==> src/rtl/sd_irq_pkg.sv <==
package sd_irq_pkg;
  localparam int unsigned DMA_W    = 5;
  localparam int unsigned DMA_TX   = 0;
  localparam int unsigned DMA_RX   = 1;
  localparam int unsigned DMA_ERRL = 2;

  typedef struct packed {
    logic norm;
    logic rx;
    logic tx;
  } dma_en_t;
endpackage

==> src/rtl/sd_irq_sync.sv <==
module sd_irq_sync #(
  parameter int unsigned W       = 2,
  parameter int unsigned STAGES  = 2,
  parameter logic        RST_BIT = 1'b0
) (
  input  logic         clk,
  input  logic         rst_n,
  input  logic [W-1:0] din,
  output logic [W-1:0] dout
);
  logic [STAGES-1:0][W-1:0] stg;

  always_ff @(posedge clk or negedge rst_n) begin
    if (!rst_n) begin
      stg <= {STAGES{{W{RST_BIT}}}};
    end else begin
      stg[0] <= din;
      for (int k = 1; k < STAGES; k++) stg[k] <= stg[k-1];
    end
  end

  assign dout = stg[STAGES-1];
endmodule

==> src/rtl/sd_irq_w1c_reg.sv <==
module sd_irq_w1c_reg #(
  parameter int unsigned W = 16
) (
  input  logic         clk,
  input  logic         rst_n,
  input  logic [W-1:0] set,
  input  logic         clr_we,
  input  logic [W-1:0] clr_data,
  output logic [W-1:0] q
);
  logic [W-1:0] clr_eff;

  always_comb clr_eff = clr_we ? clr_data : '0;

  always_ff @(posedge clk or negedge rst_n) begin
    if (!rst_n) q <= '0;
    else        q <= (q & ~clr_eff) | set;
  end

  assert_set_wins_R2: assert property (@(posedge clk) disable iff (!rst_n)
    (set != '0) |=> ((q & $past(set)) == $past(set)));

  assert_w1c_clears_R1: assert property (@(posedge clk) disable iff (!rst_n)
    (clr_we && ((clr_data & ~set) != '0)) |=> ((q & $past(clr_data & ~set)) == '0));
endmodule

==> src/rtl/sd_irq_line_sense.sv <==
module sd_irq_line_sense #(
  parameter int unsigned NSLOT  = 2,
  parameter int unsigned STAGES = 2
) (
  input  logic             clk,
  input  logic             rst_n,
  input  logic [NSLOT-1:0] cd_n,
  input  logic [NSLOT-1:0] d1_in,
  input  logic [NSLOT-1:0] sdio_gate_n,
  output logic             cd_chg,
  output logic [NSLOT-1:0] sdio_fall
);
  logic [NSLOT-1:0] cd_s, cd_prev, d1_s, req_n, req_prev;

  sd_irq_sync #(.W(NSLOT), .STAGES(STAGES), .RST_BIT(1'b0)) u_cd_sync (
    .clk(clk), .rst_n(rst_n), .din(cd_n), .dout(cd_s));

  sd_irq_sync #(.W(NSLOT), .STAGES(STAGES), .RST_BIT(1'b1)) u_d1_sync (
    .clk(clk), .rst_n(rst_n), .din(d1_in), .dout(d1_s));

  always_comb req_n = d1_s | sdio_gate_n | cd_s;

  always_ff @(posedge clk or negedge rst_n) begin
    if (!rst_n) begin
      cd_prev  <= '0;
      req_prev <= '0;
    end else begin
      cd_prev  <= cd_s;
      req_prev <= req_n;
    end
  end

  assign cd_chg = |(cd_s ^ cd_prev);

  for (genvar s = 0; s < NSLOT; s++) begin : g_slot
    assign sdio_fall[s] = req_prev[s] & ~req_n[s];
  end

  assert_sdio_once_R8: assert property (@(posedge clk) disable iff (!rst_n)
    (sdio_fall != '0) |=> ((sdio_fall & $past(sdio_fall)) == '0));
endmodule

==> src/rtl/sd_irq_unit.sv <==
module sd_irq_unit
  import sd_irq_pkg::*;
#(
  parameter int unsigned NEVT   = 16,
  parameter int unsigned NSLOT  = 2,
  parameter int unsigned STAGES = 2,
  parameter int unsigned CD_BIT = 0
) (
  input  logic              clk,
  input  logic              rst_n,
  input  logic [NEVT-1:0]   evt_pulse,
  input  logic [NSLOT-1:0]  cd_n,
  input  logic [NSLOT-1:0]  d1_in,
  input  logic [NSLOT-1:0]  sdio_gate_n,
  input  logic              mask_we,
  input  logic [NEVT-1:0]   mask_wdata,
  input  logic              gie_we,
  input  logic              gie_wdata,
  input  logic              raw_clr_we,
  input  logic [NEVT-1:0]   raw_clr_data,
  input  logic              sdio_mask_we,
  input  logic [NSLOT-1:0]  sdio_mask_wdata,
  input  logic              sdio_clr_we,
  input  logic [NSLOT-1:0]  sdio_clr_data,
  input  logic [DMA_W-1:0]  dma_evt_pulse,
  input  logic              dma_clr_we,
  input  logic [DMA_W-1:0]  dma_clr_data,
  input  logic              dma_en_we,
  input  logic [2:0]        dma_en_wdata,
  output logic [NEVT-1:0]   raw_status,
  output logic [NEVT-1:0]   masked_status,
  output logic [NSLOT-1:0]  sdio_status,
  output logic [NSLOT-1:0]  sdio_masked,
  output logic [DMA_W-1:0]  dma_status,
  output logic              irq
);
  logic              cd_chg;
  logic [NSLOT-1:0]  sdio_fall;
  logic [NEVT-1:0]   raw_set;
  logic [NEVT-1:0]   mask_q;
  logic [NSLOT-1:0]  sdio_mask_q;
  logic              gie_q;
  dma_en_t           dma_en_q;
  logic              dma_hit;

  sd_irq_line_sense #(.NSLOT(NSLOT), .STAGES(STAGES)) u_sense (
    .clk(clk), .rst_n(rst_n), .cd_n(cd_n), .d1_in(d1_in),
    .sdio_gate_n(sdio_gate_n), .cd_chg(cd_chg), .sdio_fall(sdio_fall));

  always_comb begin
    raw_set         = evt_pulse;
    raw_set[CD_BIT] = evt_pulse[CD_BIT] | cd_chg;
  end

  sd_irq_w1c_reg #(.W(NEVT)) u_raw (
    .clk(clk), .rst_n(rst_n), .set(raw_set),
    .clr_we(raw_clr_we), .clr_data(raw_clr_data), .q(raw_status));

  sd_irq_w1c_reg #(.W(NSLOT)) u_sdio (
    .clk(clk), .rst_n(rst_n), .set(sdio_fall),
    .clr_we(sdio_clr_we), .clr_data(sdio_clr_data), .q(sdio_status));

  sd_irq_w1c_reg #(.W(DMA_W)) u_dma (
    .clk(clk), .rst_n(rst_n), .set(dma_evt_pulse),
    .clr_we(dma_clr_we), .clr_data(dma_clr_data), .q(dma_status));

  always_ff @(posedge clk or negedge rst_n) begin
    if (!rst_n) begin
      mask_q      <= '0;
      sdio_mask_q <= '0;
      gie_q       <= 1'b0;
      dma_en_q    <= '0;
    end else begin
      if (mask_we)      mask_q      <= mask_wdata;
      if (sdio_mask_we) sdio_mask_q <= sdio_mask_wdata;
      if (gie_we)       gie_q       <= gie_wdata;
      if (dma_en_we)    dma_en_q    <= dma_en_t'(dma_en_wdata);
    end
  end

  assign masked_status = raw_status & mask_q;
  assign sdio_masked   = sdio_status & sdio_mask_q;

  always_comb begin
    dma_hit = dma_en_q.norm &
              ((dma_status[DMA_TX] & dma_en_q.tx) |
               (dma_status[DMA_RX] & dma_en_q.rx) |
               (|dma_status[DMA_W-1:DMA_ERRL]));
  end

  assign irq = gie_q & ((|masked_status) | (|sdio_masked) | dma_hit);

  assert_cd_sets_R7: assert property (@(posedge clk) disable iff (!rst_n)
    cd_chg |=> raw_status[CD_BIT]);

  assert_ack_exact_R6: assert property (@(posedge clk) disable iff (!rst_n)
    (raw_clr_we && raw_clr_data == masked_status && raw_set == '0 && !mask_we)
      |=> (raw_status == ($past(raw_status) & ~$past(mask_q))));
endmodule

==> config.mk <==
export PLATFORM = sky130hd
export DESIGN_NAME = sd_irq_unit
export DESIGN_NICKNAME = d
export VERILOG_FILES = /design/src/rtl/sd_irq_pkg.sv /design/src/rtl/sd_irq_sync.sv /design/src/rtl/sd_irq_w1c_reg.sv /design/src/rtl/sd_irq_line_sense.sv /design/src/rtl/sd_irq_unit.sv
export SDC_FILE = /design/constraint.sdc
export NUM_CORES = 1
export LEC_CHECK = 0
export ABC_AREA = 1
export BUFFER_PORTS_ARGS = -buffer_cell sky130_fd_sc_hd__buf_2
export CORE_MARGIN = 2
export CORE_UTILIZATION = 50
export CTS_BUF_LIST = sky130_fd_sc_hd__clkbuf_2 sky130_fd_sc_hd__clkbuf_4 sky130_fd_sc_hd__clkbuf_8
export DETAILED_ROUTE_END_ITERATION = 8
export PLACE_DENSITY = 0.88
export SYNTH_ARGS = -nofsm -noshare
export SYNTH_HDL_FRONTEND = slang
export SYNTH_SLANG_ARGS = --single-unit
==> constraint.sdc <==
create_clock -name clk -period 1.3 [get_ports clk]
set_input_delay 0.13 -clock clk [delete_from_list [all_inputs] [get_ports clk]]
set_output_delay 0.13 -clock clk [all_outputs]
set_load 0.005 [all_outputs]
==> metrics.md, run 1 <==
| Metric | Value |
|---|---|
| Post-synth top cells | `58 x nand2_1, 53 x dfrtp_1, 24 x inv_1` |
| First-pass GRT wire length | `slightly below 10,000 um` |
| Number of I/O pins | `approximately 120` |
| Full die area | `0.00516 mm2` |
| Vias in the first global route | `between 2,000 and 2,500` |
| Cell family with the largest share of critical-path delay | `simple AND/OR/NAND/NOR gates` |
| Post-Syn Instances | `around 200` |
| Worst-case reg-to-reg path depth | `3` |
| Filler cells | `266` |
| All-layer global routing usage | `0.254` |
| TritonCTS Sinks | `57` |
| DRT iter0 DRCs | `around 110` |
| Cell Area, Synth | `0.00230 mm2` |
| Slew @ Worst Pin | `0.377 ns` |
| Port Buffers | `roughly 120` |
| Slew Limit Fails | `0` |
| Antenna viol nets, final | `0` |
| Final setup vio count | `1` |
| Post-route setup TNS | `-0.198 ns` |
| Top cells by area, synth | `dfrtp_1 58%, nand2_1 9.5%, mux2_4 6.5%` |
| Via count | `2,102` |
| Drt total wl | `~6400 um` |
| DP HPWL | `3980 um` |
| Largest net degree at the start of global routing | `58` |
| Net count after synthesis | `about 290` |
| Final worst slack | `-0.198 ns` |
| Num rows | `24` |
| Clk root buf | `clkbuf_8` |
| Buffers & Inverters on Critical Path | `1` |
| Clock network power share | `0.364` |
| Worst Path Arrival | `1.37 ns` |
| Post-synth EDFFs | `0` |
| Worst-Skew Late Latency | `about 0.31 ns` |
| Failing checks | `setup timing` |
| Total grt overflow | `0` |
| CP max-delay cell | `dfrtp_1` |
| Synth async-reset ratio | `1.00` |
| GP Congestion | `0.822` |
| Sw Ratio | `0.241` |
| CP Launch Point | `mask_q[5]$_DFFE_PN0P_` |
| Unrepaired setup endpoints after global routing | `true` |
| Initial antenna violation count | `0` |
| Cell Pwr Density | `1230 mW/mm2` |
| Ys flop type | `dfrtp_1` |
| Hold Startpoint | `evt_pulse[5]` |
| Ys Warns | `0` |
| Fin nets | `between 400 and 500` |
| Flop pwr share | `0.465` |
| R2R Path Start | `mask_q[7]$_DFFE_PN0P_` |
| CTS tree | `yes` |
| Top-area cell type share of the netlist area | `0.577` |
| Largest stage delay, worst path | `0.41 ns` |
| Hold Crit Class | `primary input to flip-flop` |
| Post-synth top area cell | `dfrtp_1` |
| Power Total | `0.00431 W` |
| Routed vias/inst | `roughly 5` |
| Max Cap Viol | `0` |
| Status | `complete, but fails checks` |
| Req. time, crit path | `~1.2 ns` |
| Die height | `between 70 and 80 um` |
| Critical path class | `flip-flop to output pin` |
| Die Wd | `71.8 um` |
| Worst setup path endpoint | `irq` |
| Post-route clock period utilization | `1.15` |
| Pint | `0.00327 W` |
| H-tree level count | `3` |
| Leak | `approximately 1.9 nW` |
| Minimum period implied by the final worst setup slack | `~1.5 ns` |
| CP cell instances | `nand2_2 -> nand2_1 -> nor2_1 -> nand2_1 -> nor2_1 -> a21oi_1 -> buf_2` |
| DRC viols | `0` |
| Clock transition at path regs | `approximately 0.060 ns` |
| Critical Path Start Type | `flip-flop` |
| Slew margin rel. | `0.749` |
| Pre-antenna DRT Iters | `4` |
| Fraction of layout cells with a size suffix above 1 | `0.504` |
| Final hold violation count | `0` |
| CTS buffer count | `9` |
| Switching power | `0.00104 W` |
| Fmax | `668 MHz` |
| Crit Path Max Fanout | `2` |
| Mean Syn Cell Area | `about 11 um2` |
| Sequential share of the synthesized area | `0.622` |
| Clock Skews | `0.00830 ns` |
| Critical path depth | `7` |
| FF+latch count, synth | `57` |
| Routed len/inst | `around 15 um` |
| Area Overhead vs Synth | `52.6%` |
| Most frequent cell after synthesis | `nand2_1` |
| Worst reg2reg endpoint | `mask_q[7]$_DFFE_PN0P_` |
| Clk buf depth | `2` |
| Comb power frac | `0.171` |
| Final antenna diode count | `0` |
| Netlist cell types | `19` |
| Initial core utilization | `0.525` |
| Worst VDD drop | `0.000895 V` |
| Endpoint class of the critical path | `output pin` |
| Core area | `between 0.004 and 0.005 mm2` |
| Reg2Reg Setup Slack | `roughly 0.28 ns` |
## timing repair
| action | in CTS | in global routing |
|---|---|---|
| buffers inserted | 8 | 5 |
| endpoints found under the hold margin | 74 | 0 |
| setup endpoints to repair | 1 | 2 |
| hold buffers | 22 | 0 |
| pin swaps | 8 | 9 |
| gates resized for setup | 4 | 12 |
## flip-flops by register name, indices dropped and copies added, names as in the netlist
name	flops
u_sdio.q	2
u_sense.u_d1_sync.dout	2
u_dma.q	5
u_raw.q	16
mask_q	16
sdio_mask_q	2
u_sense.u_cd_sync.stg	2
dma_en_q	3
u_sense.u_d1_sync.stg	2
u_sense.u_cd_sync.dout	2
u_sense.req_prev	2
gie_q	1
u_sense.cd_prev	2
## stage by stage
step | util | hold slack [ns] | cell area [um2] | std cells | worst slack [ns]
after floorplan | - | -0.166 | 2300 | 204 | 0.366
after global placement | 0.678 | 0.150 | 2970 | 376 | 0.171
after detailed placement | 0.678 | 0.152 | 2970 | 376 | 0.145
after CTS | 0.789 | 0.000615 | 3460 | 422 | -0.190
after global routing | 0.801 | 0.00184 | 3510 | 425 | -0.323
final | 0.801 | 0.0114 | 3510 | 425 | -0.198
## cells in the final DEF, fill, tap and decap left out
cell / Yosys / routed
mux2_2: 10 / 10
nand2_1: 58 / 48
inv_2: 0 / 1
buf_2: 0 / 122
nand2_2: 0 / 10
buf_6: 1 / 2
clkbuf_8: 0 / 12
nor2_1: 10 / 9
mux2_4: 10 / 10
buf_12: 1 / 2
inv_1: 24 / 23
a32o_1: 2 / 2
o22ai_1: 1 / 1
o21ai_0: 2 / 2
nor2_4: 0 / 1
clkbuf_4: 0 / 4
dlygate4sd3_1: 0 / 22
nand3_1: 1 / 1
nand4_1: 1 / 1
a21oi_1: 4 / 4
a21o_1: 19 / 19
or2_2: 1 / 1
dfstp_2: 4 / 4
buf_4: 1 / 9
dfrtp_1: 53 / 53
## worst reg2reg max path, cell delays in order, from the launching register on
cell     delay [ns]
dfrtp_1        0.39
buf_4          0.13
buf_4          0.12
mux2_2         0.26
## cell families after synthesis
family	Yosys count	share of synthesized area
buffers and inverters	28	0.0582
DFF	57	0.622
AOI/OAI and AO/OA	28	0.0865
and+or+nand+nor	71	0.119
muxes	20	0.114
## power by group through the flow
stage	clock [W]	sequential (W)	combinational, W
global route	0.00169	0.00202	0.000810
floorplan	0	0.00201	0.000279
CTS	0.00159	0.00199	0.000699
finish	0.00157	0.00200	0.000738
global placement	0	0.00202	0.000590
detailed placement	0	0.00203	0.000601
## worst min path at each step
stage,to,slack [ns],depth (start not counted)
final,u_raw.q[5]$_DFF_PN0_,0.01,2
after detailed placement,mask_q[8]$_DFFE_PN0P_,0.15,2
after CTS,gie_q$_DFFE_PN0P_,0.0006,2
after global routing,u_raw.q[5]$_DFF_PN0_,0.002,2
after global placement,u_sense.u_cd_sync.stg[1]$_DFF_PN0_,0.15,2
after floorplan,dma_en_q[0]$_DFFE_PN0P_,-0.17,0
## layout make-up
| cell class | instances | area, um2 | area share |
|---|---|---|---|
| clock buffer | 16 | 195 | 0.0556 |
| multi-input combinational | 119 | 767 | 0.219 |
| tap | 52 | 65.1 | 0.0185 |
| inverter | 24 | 90.1 | 0.0257 |
| timing repair buffer | 157 | 961 | 0.274 |
| sequential | 57 | 1430 | 0.408 |
## metal layers
| layer | wire length [um] | GRT usage | up-vias | part of all wire |
|---|---|---|---|---|
| li1 | - | - | 976 | - |
| met1 | 2390 | 0.283 | 1040 | 0.38 |
| met2 | 3620 | 0.468 | 76 | 0.57 |
| met3 | 245 | 0.0577 | 10 | 0.038 |
| met4 | 114 | 0.0964 | 0 | 0.018 |
| met5 | 0 | 0 | - | 0 |
Power figures use the tool's default switching activity.
==> run 2: changes to the inputs <==
--- a/config.mk
+++ b/config.mk
@@ -12,6 +12,7 @@
 export CTS_BUF_LIST = sky130_fd_sc_hd__clkbuf_2 sky130_fd_sc_hd__clkbuf_4 sky130_fd_sc_hd__clkbuf_8
 export DETAILED_ROUTE_END_ITERATION = 8
 export PLACE_DENSITY = 0.88
+export SKIP_LAST_GASP = 1
 export SYNTH_ARGS = -nofsm -noshare
 export SYNTH_HDL_FRONTEND = slang
 export SYNTH_SLANG_ARGS = --single-unit
==> metrics.md, run 2 (synthesis gave the netlist of run 1 again) <==
| Metric | Value |
|---|---|
| Total grt overflow | `0` |
| Routed vias/inst | `around 4.9` |
| Pre-antenna DRT Iters | `4` |
| Post-route clock period utilization | `1.13` |
| Clock Skews | `roughly 0.0096 ns` |
| Critical path's most frequent cell | `nand2_2` |
| Endpoint class of the critical path | `output pin` |
| Number of I/O pins | `~120` |
| Final hold violation count | `0` |
| Clock transition at path regs | `roughly 0.060 ns` |
| Hold_ws | `about 0.021 ns` |
| Worst Path Arrival | `between 1 and 1.5 ns` |
| Largest stage delay, worst path | `0.40 ns` |
| Buffers & Inverters on Critical Path | `1` |
| Leak | `~1.9 nW` |
| Initial antenna violation count | `0` |
| Final antenna diode count | `0` |
| Slew margin rel. | `0.753` |
| DRC viols | `0` |
| Status | `complete, but fails checks` |
| Num rows | `24` |
| Crit Path Max Fanout | `3` |
| Final setup vio count | `1` |
| CP cell instances | `nand2_1 -> nand2_2 -> nor2_4 -> nand2_2 -> nor2_2 -> a21oi_1 -> buf_2` |
| Vias in the first global route | `~2,200` |
| Minimum period implied by the final worst setup slack | `~1.5 ns` |
| Hold Crit Class | `primary input to flip-flop` |
| TritonCTS Sinks | `57` |
| Fraction of layout cells with a size suffix above 1 | `0.513` |
| Fmax | `683 MHz` |
| CTS buffer count | `9` |
| Area Overhead vs Synth | `52.6%` |
| Core Util, Final | `0.800` |
| Antenna viol nets, final | `0` |
| Die height | `71.8 um` |
| Commonest non-fill, non-tap cell in the layout | `buf_2` |
| Slew Limit Fails | `0` |
| Slew @ Worst Pin | `0.370 ns` |
| Max Cap Viol | `0` |
| GP Congestion | `around 0.82` |
| Req. time, crit path | `roughly 1.2 ns` |
| Initial core utilization | `0.525` |
| Top flop regs | `mask_q x16, u_raw.q x16, u_dma.q x5` |
| Worst-Skew Late Latency | `a little over 0.3 ns` |
| Die Wd | `about 70 um` |
| Post-route setup TNS | `-0.165 ns` |
| Cell total after placement | `376` |
| Filler cells | `~270` |
| Full die area | `0.00516 mm2` |
| Cell Pwr Density | `approximately 1200 mW/mm2` |
| Cell family with the largest share of critical-path delay | `simple AND/OR/NAND/NOR gates` |
| Worst VDD drop | `between 0.001 and 0.0015 V` |
| Fin nets | `between 400 and 500` |
| DP HPWL | `about 4000 um` |
| Largest net degree at the start of global routing | `slightly below 60` |
| H-tree level count | `3` |
| Critical path class | `flip-flop to output pin` |
| Critical Path Start Type | `flip-flop` |
| First-pass GRT wire length | `9920 um` |
| CTS tree | `yes` |
| Port Buffers | `~120` |
| CP max-delay cell | `dfrtp_1` |
| Drt total wl | `approximately 6300 um` |
| All-layer global routing usage | `0.256` |
| Non-filler cells, final | `approximately 420` |
| Routed len/inst | `14.8 um` |
| Via count | `about 2,100` |
| Clk buf depth | `2` |
| Core area | `about 0.0044 mm2` |
| Failing checks | `setup timing` |
| Unrepaired setup endpoints after global routing | `true` |
| Commonest non-fill, non-tap cells in the layout | `122 x buf_2, 53 x dfrtp_1, 46 x nand2_1` |
| Clk root buf | `clkbuf_8` |
| DRT iter0 DRCs | `about 120` |
| Power Total | `0.00429 W` |
| Final worst slack | `-0.165 ns` |
-- run 2: changes by cell type in the layout (fill, tap and decap cells not counted) --
cell	before	now
buf_6	2	1
nor2_2	0	2
nand2_2	10	12
nand2_1	48	46
nor2_1	9	7
-- run 2: metrics by stage --
stage                     setup WS (ns)  cell area (um2)
after floorplan                   0.366             2300
after global placement            0.171             2970
after detailed placement          0.145             2970
after CTS                        -0.190             3450
after global routing             -0.296             3510
final                            -0.165             3510
-- run 2: final timing paths --
kind	start	endpoint	slack, ns	cells past startpoint
hold / removal	evt_pulse[5]	u_raw.q[5]$_DFF_PN0_	0.02	2
setup / recovery	u_raw.q[12]$_DFF_PN0_	irq	-0.16	7
hold reg to reg	u_sense.u_cd_sync.stg[1]$_DFF_PN0_	u_sense.u_cd_sync.dout[1]$_DFF_PN0_	0.36	0
min in group asynchronous	rst_n	u_sense.req_prev[0]$_DFF_PN0_	0.37	3
max in group asynchronous	rst_n	u_sense.u_d1_sync.dout[1]$_DFF_PN1_	0.64	3
setup reg to reg	u_raw.q[0]$_DFF_PN0_	u_raw.q[0]$_DFF_PN0_	0.35	3
-- run 2: area by class of cell --
type,instances,area (um2),area share
Tap cell,52,65.1,0.0185
Clock buffer,16,195,0.0556
Multi-Input combinational cell,119,777,0.221
Inverter,24,90.1,0.0257
Sequential cell,57,1430,0.408
Timing Repair Buffer,156,950,0.271
-- run 2: layer usage --
metal,wire length [um],part of all wire,vias to the layer above,GRT usage
li1,-,-,976,-
met1,2380,0.38,1012,0.289
met2,3480,0.55,82,0.466
met3,279,0.045,12,0.0563
met4,131,0.021,0,0.103
met5,0,0,-,0
-- run 2: what timing repair did --
item | in CTS | in global routing
endpoints found under the hold margin | 74 | 0
hold buffers | 22 | 0
gates resized for setup | 1 | 17
setup endpoints to repair | 1 | 2
pin swaps | 8 | 9
setup buffers | 8 | 5
-- run 2: power by group --
| part | switching, W | internal [W] | total (W) |
|---|---|---|---|
| registers | 0.0000878 | 0.00192 | 0.00200 |
| logic | 0.000321 | 0.000411 | 0.000732 |
| clock network | 0.000619 | 0.000937 | 0.00156 |
| total | 0.00103 | 0.00326 | 0.00429 |
==> run 3: changes to the inputs <==
--- a/config.mk
+++ b/config.mk
@@ -5,10 +5,9 @@
 export SDC_FILE = /design/constraint.sdc
 export NUM_CORES = 1
 export LEC_CHECK = 0
-export ABC_AREA = 1
 export BUFFER_PORTS_ARGS = -buffer_cell sky130_fd_sc_hd__buf_2
 export CORE_MARGIN = 2
-export CORE_UTILIZATION = 50
+export CORE_UTILIZATION = 49
 export CTS_BUF_LIST = sky130_fd_sc_hd__clkbuf_2 sky130_fd_sc_hd__clkbuf_4 sky130_fd_sc_hd__clkbuf_8
 export DETAILED_ROUTE_END_ITERATION = 8
 export PLACE_DENSITY = 0.88
==> metrics.md, run 3 <==
| Metric | Value |
|---|---|
| Status | `complete, but fails checks` |
| Failing checks | `setup timing` |
| Vias in the first global route | `roughly 2,200` |
| Worst slack at placement | `-0.655 ns` |
| Clock Skews | `0.00530 ns` |
| Critical path depth | `5` |
| Post-route clock period utilization | `1.81` |
| Port Buffers | `122` |
| GP Congestion | `0.781` |
| Buffers & Inverters on Critical Path | `1` |
| Via count | `2,008` |
| TritonCTS Sinks | `57` |
| Fin nets | `between 400 and 500` |
| Worst Path Arrival | `2.23 ns` |
| CP cell instances | `and2_1 -> or4_4 -> or4_1 -> o21a_1 -> buf_2` |
| Multi-input gate area | `roughly 730 um2` |
| CTS buffer count | `9` |
| Filler cells | `255` |
| Post-Syn Instances | `166` |
| Full die area | `0.00500 mm2` |
| Worst reg2reg endpoint | `u_raw.q[0]$_DFF_PN0_` |
| Critical Path Start Type | `flip-flop` |
| Num rows | `24` |
| Initial antenna violation count | `0` |
| Final setup vio count | `1` |
| Worst setup path endpoint | `irq` |
| FF+latch count, synth | `57` |
| Cell Area, Synth | `roughly 0.0022 mm2` |
| Number of I/O pins | `123` |
| Largest stage delay, worst path | `roughly 0.5 ns` |
| Synth async-reset ratio | `1.00` |
| Critical path class | `flip-flop to output pin` |
| Total grt overflow | `0` |
| Register area | `0.00143 mm2` |
| CP Launch Point | `mask_q[13]$_DFFE_PN0P_` |
| Mean Syn Cell Area | `about 13 um2` |
| Slew @ Worst Pin | `0.401 ns` |
| Commonest non-fill, non-tap cell in the layout | `buf_2` |
| Post-synth EDFFs | `0` |
| Endpoint class of the critical path | `output pin` |
| Placed cell areas | `around 0.0030 mm2` |
| Top flop regs | `mask_q x16, u_raw.q x16, u_dma.q x5` |
| Drt total wl | `6610 um` |
| Max Cap Viol | `0` |
| Antenna viol nets, final | `0` |
| Top-area cell type share of the netlist area | `0.608` |
| Ys Warns | `0` |
| Worst-Skew Late Latency | `~0.33 ns` |
| Top cells by area, synth | `dfrtp_1 61%, a21o_1 6.5%, mux2_1 6.2%` |
| Initial core utilization | `0.505` |
| Cell total after placement | `between 300 and 400` |
| First-pass GRT wire length | `10,600 um` |
| Worst VDD drop | `around 0.00099 V` |
| Final hold violation count | `0` |
| Routed vias/inst | `~5` |
| Most frequent cell after synthesis | `dfrtp_1` |
| Core Util, Final | `0.811` |
| Post-synth top area cell | `dfrtp_1` |
| DRT iter0 DRCs | `89` |
| Netlist cell types | `23` |
| Cell family with the largest share of critical-path delay | `simple AND/OR/NAND/NOR gates` |
| Clock transition at path regs | `approximately 0.070 ns` |
| Final antenna diode count | `0` |
| Crit Path Max Fanout | `2` |
| Slew Limit Fails | `0` |
| Clk root buf | `clkbuf_8` |
| DRC viols | `0` |
| All-layer global routing usage | `0.286` |
| Commonest non-fill, non-tap cells in the layout | `122 x buf_2, 53 x dfrtp_1, 25 x nand2_1, 25 x dlygate4sd3_1, 24 x buf_4` |
| Minimum period implied by the final worst setup slack | `2.36 ns` |
| CTS tree | `yes` |
| Unrepaired setup endpoints after global routing | `true` |
| Leak | `1.74 nW` |
| Core area | `0.00432 mm2` |
| Cell Pwr Density | `around 1300 mW/mm2` |
| DP HPWL | `4370 um` |
| Post-synth top cells | `53 x dfrtp_1, 25 x nand2_1, 19 x a21o_1` |
| Ys flop type | `dfrtp_1` |
| Req. time, crit path | `about 1.2 ns` |
| Fmax | `424 MHz` |
| Slew margin rel. | `0.733` |
| Power Total | `about 0.0046 W` |
| CP max-delay cell | `or4_1` |
| Die height | `between 70 and 80 um` |
| Net count after synthesis | `between 200 and 250` |
| Worst-case reg-to-reg path depth | `2` |
| Fraction of layout cells with a size suffix above 1 | `0.513` |
| R2R Path Start | `u_sense.u_cd_sync.dout[0]$_DFF_PN0_` |
| Non-filler cells, final | `401` |
| Clk buf depth | `2` |
| Pre-antenna DRT Iters | `4` |
| Largest net degree at the start of global routing | `30` |
| Reg2Reg Setup Slack | `0.23 ns` |
| Finished Cell Area | `around 0.0035 mm2` |
| Hold Crit Class | `primary input to flip-flop` |
| Die Wd | `approximately 71 um` |
| Final worst slack | `-1.06 ns` |
| Sequential share of the synthesized area | `0.656` |
| H-tree level count | `3` |
| Routed len/inst | `about 16 um` |
| Area Overhead vs Synth | `60.7%` |
==> run 3: cell types whose count changed after synthesis, sizes merged, moves of 2 or more <==
cell	change
a32o	-2
a21oi	-4
and2	+18
or3	+2
nor2	-8
nor4	+2
mux2	+2
inv	-22
clkbuf	+3
xor2	+2
or4	+2
buf	-3
nand2	-33
==> run 3: area by class of cell <==
cell class | count | share of cell area
Clock buffer | 11 | 0.0432
Tap cell | 52 | 0.0186
Sequential cell | 57 | 0.408
Clock inverter | 5 | 0.0221
Multi-Input combinational cell | 103 | 0.209
Inverter | 2 | 0.00214
Timing Repair Buffer | 171 | 0.297
==> run 3: what timing repair did <==
action | in CTS | in global routing
gates resized for setup | 1 | 0
setup buffers | 0 | 0
endpoints found under the hold margin | 76 | 1
hold buffers | 24 | 1
setup endpoints to repair | 1 | 2
==> run 3: power by group <==
group          leakage, nW  switching (W)  internal (W)
combinational         1.00       0.000291      0.000412
clock                0.115       0.000715       0.00118
sequential           0.622      0.0000714       0.00192
total                 1.74        0.00108       0.00350
==> run 3: worst register-to-register path, stage by stage, from the launching register on <==
cell      delay (ns)
dfrtp_1         0.40
xor2_1          0.17
a2111o_1        0.39
==> run 3: how the worst min path moves through the flow <==
stage	startpoint	to	slack, ns	cells past startpoint
after floorplan	rst_n	dma_en_q[0]$_DFFE_PN0P_	-0.17	0
after global placement	rst_n	u_sense.u_cd_sync.stg[1]$_DFF_PN0_	0.16	2
after detailed placement	rst_n	u_sense.u_cd_sync.stg[1]$_DFF_PN0_	0.17	2
after CTS	evt_pulse[11]	u_raw.q[11]$_DFF_PN0_	0.005	2
after global routing	evt_pulse[11]	u_raw.q[11]$_DFF_PN0_	0.0004	2
final	evt_pulse[11]	u_raw.q[11]$_DFF_PN0_	0.007	2
==> run 3: cells by family (layout without fill, tap and decap cells) <==
logic type	count (synthesis)	in the layout	share of synthesized area
compound gates	26	26	0.0895
xor+xnor	2	2	0.00803
buf+inv	6	189	0.0103
flops	57	57	0.656
mux	22	22	0.114
simple gates	53	53	0.123
==> run 3: metrics by stage <==
step,hold slack (ns),setup TNS [ns]
3_3_place_gp,0.157,-0.629
5_1_grt,0.000415,-1.10
4_1_cts,0.00543,-1.02
3_5_place_dp,0.169,-0.655
6_report,0.00718,-1.06
2_1_floorplan,-0.166,-0.490
==> run 3: per-layer routing <==
| layer | up-vias | wire length, um | global-route usage |
|---|---|---|---|
| met3 | 20 | 496 | 0.0869 |
| met1 | 958 | 2430 | 0.301 |
| li1 | 927 | - | - |
| met4 | 0 | 245 | 0.164 |
| met5 | - | 0 | 0 |
| met2 | 103 | 3440 | 0.506 |
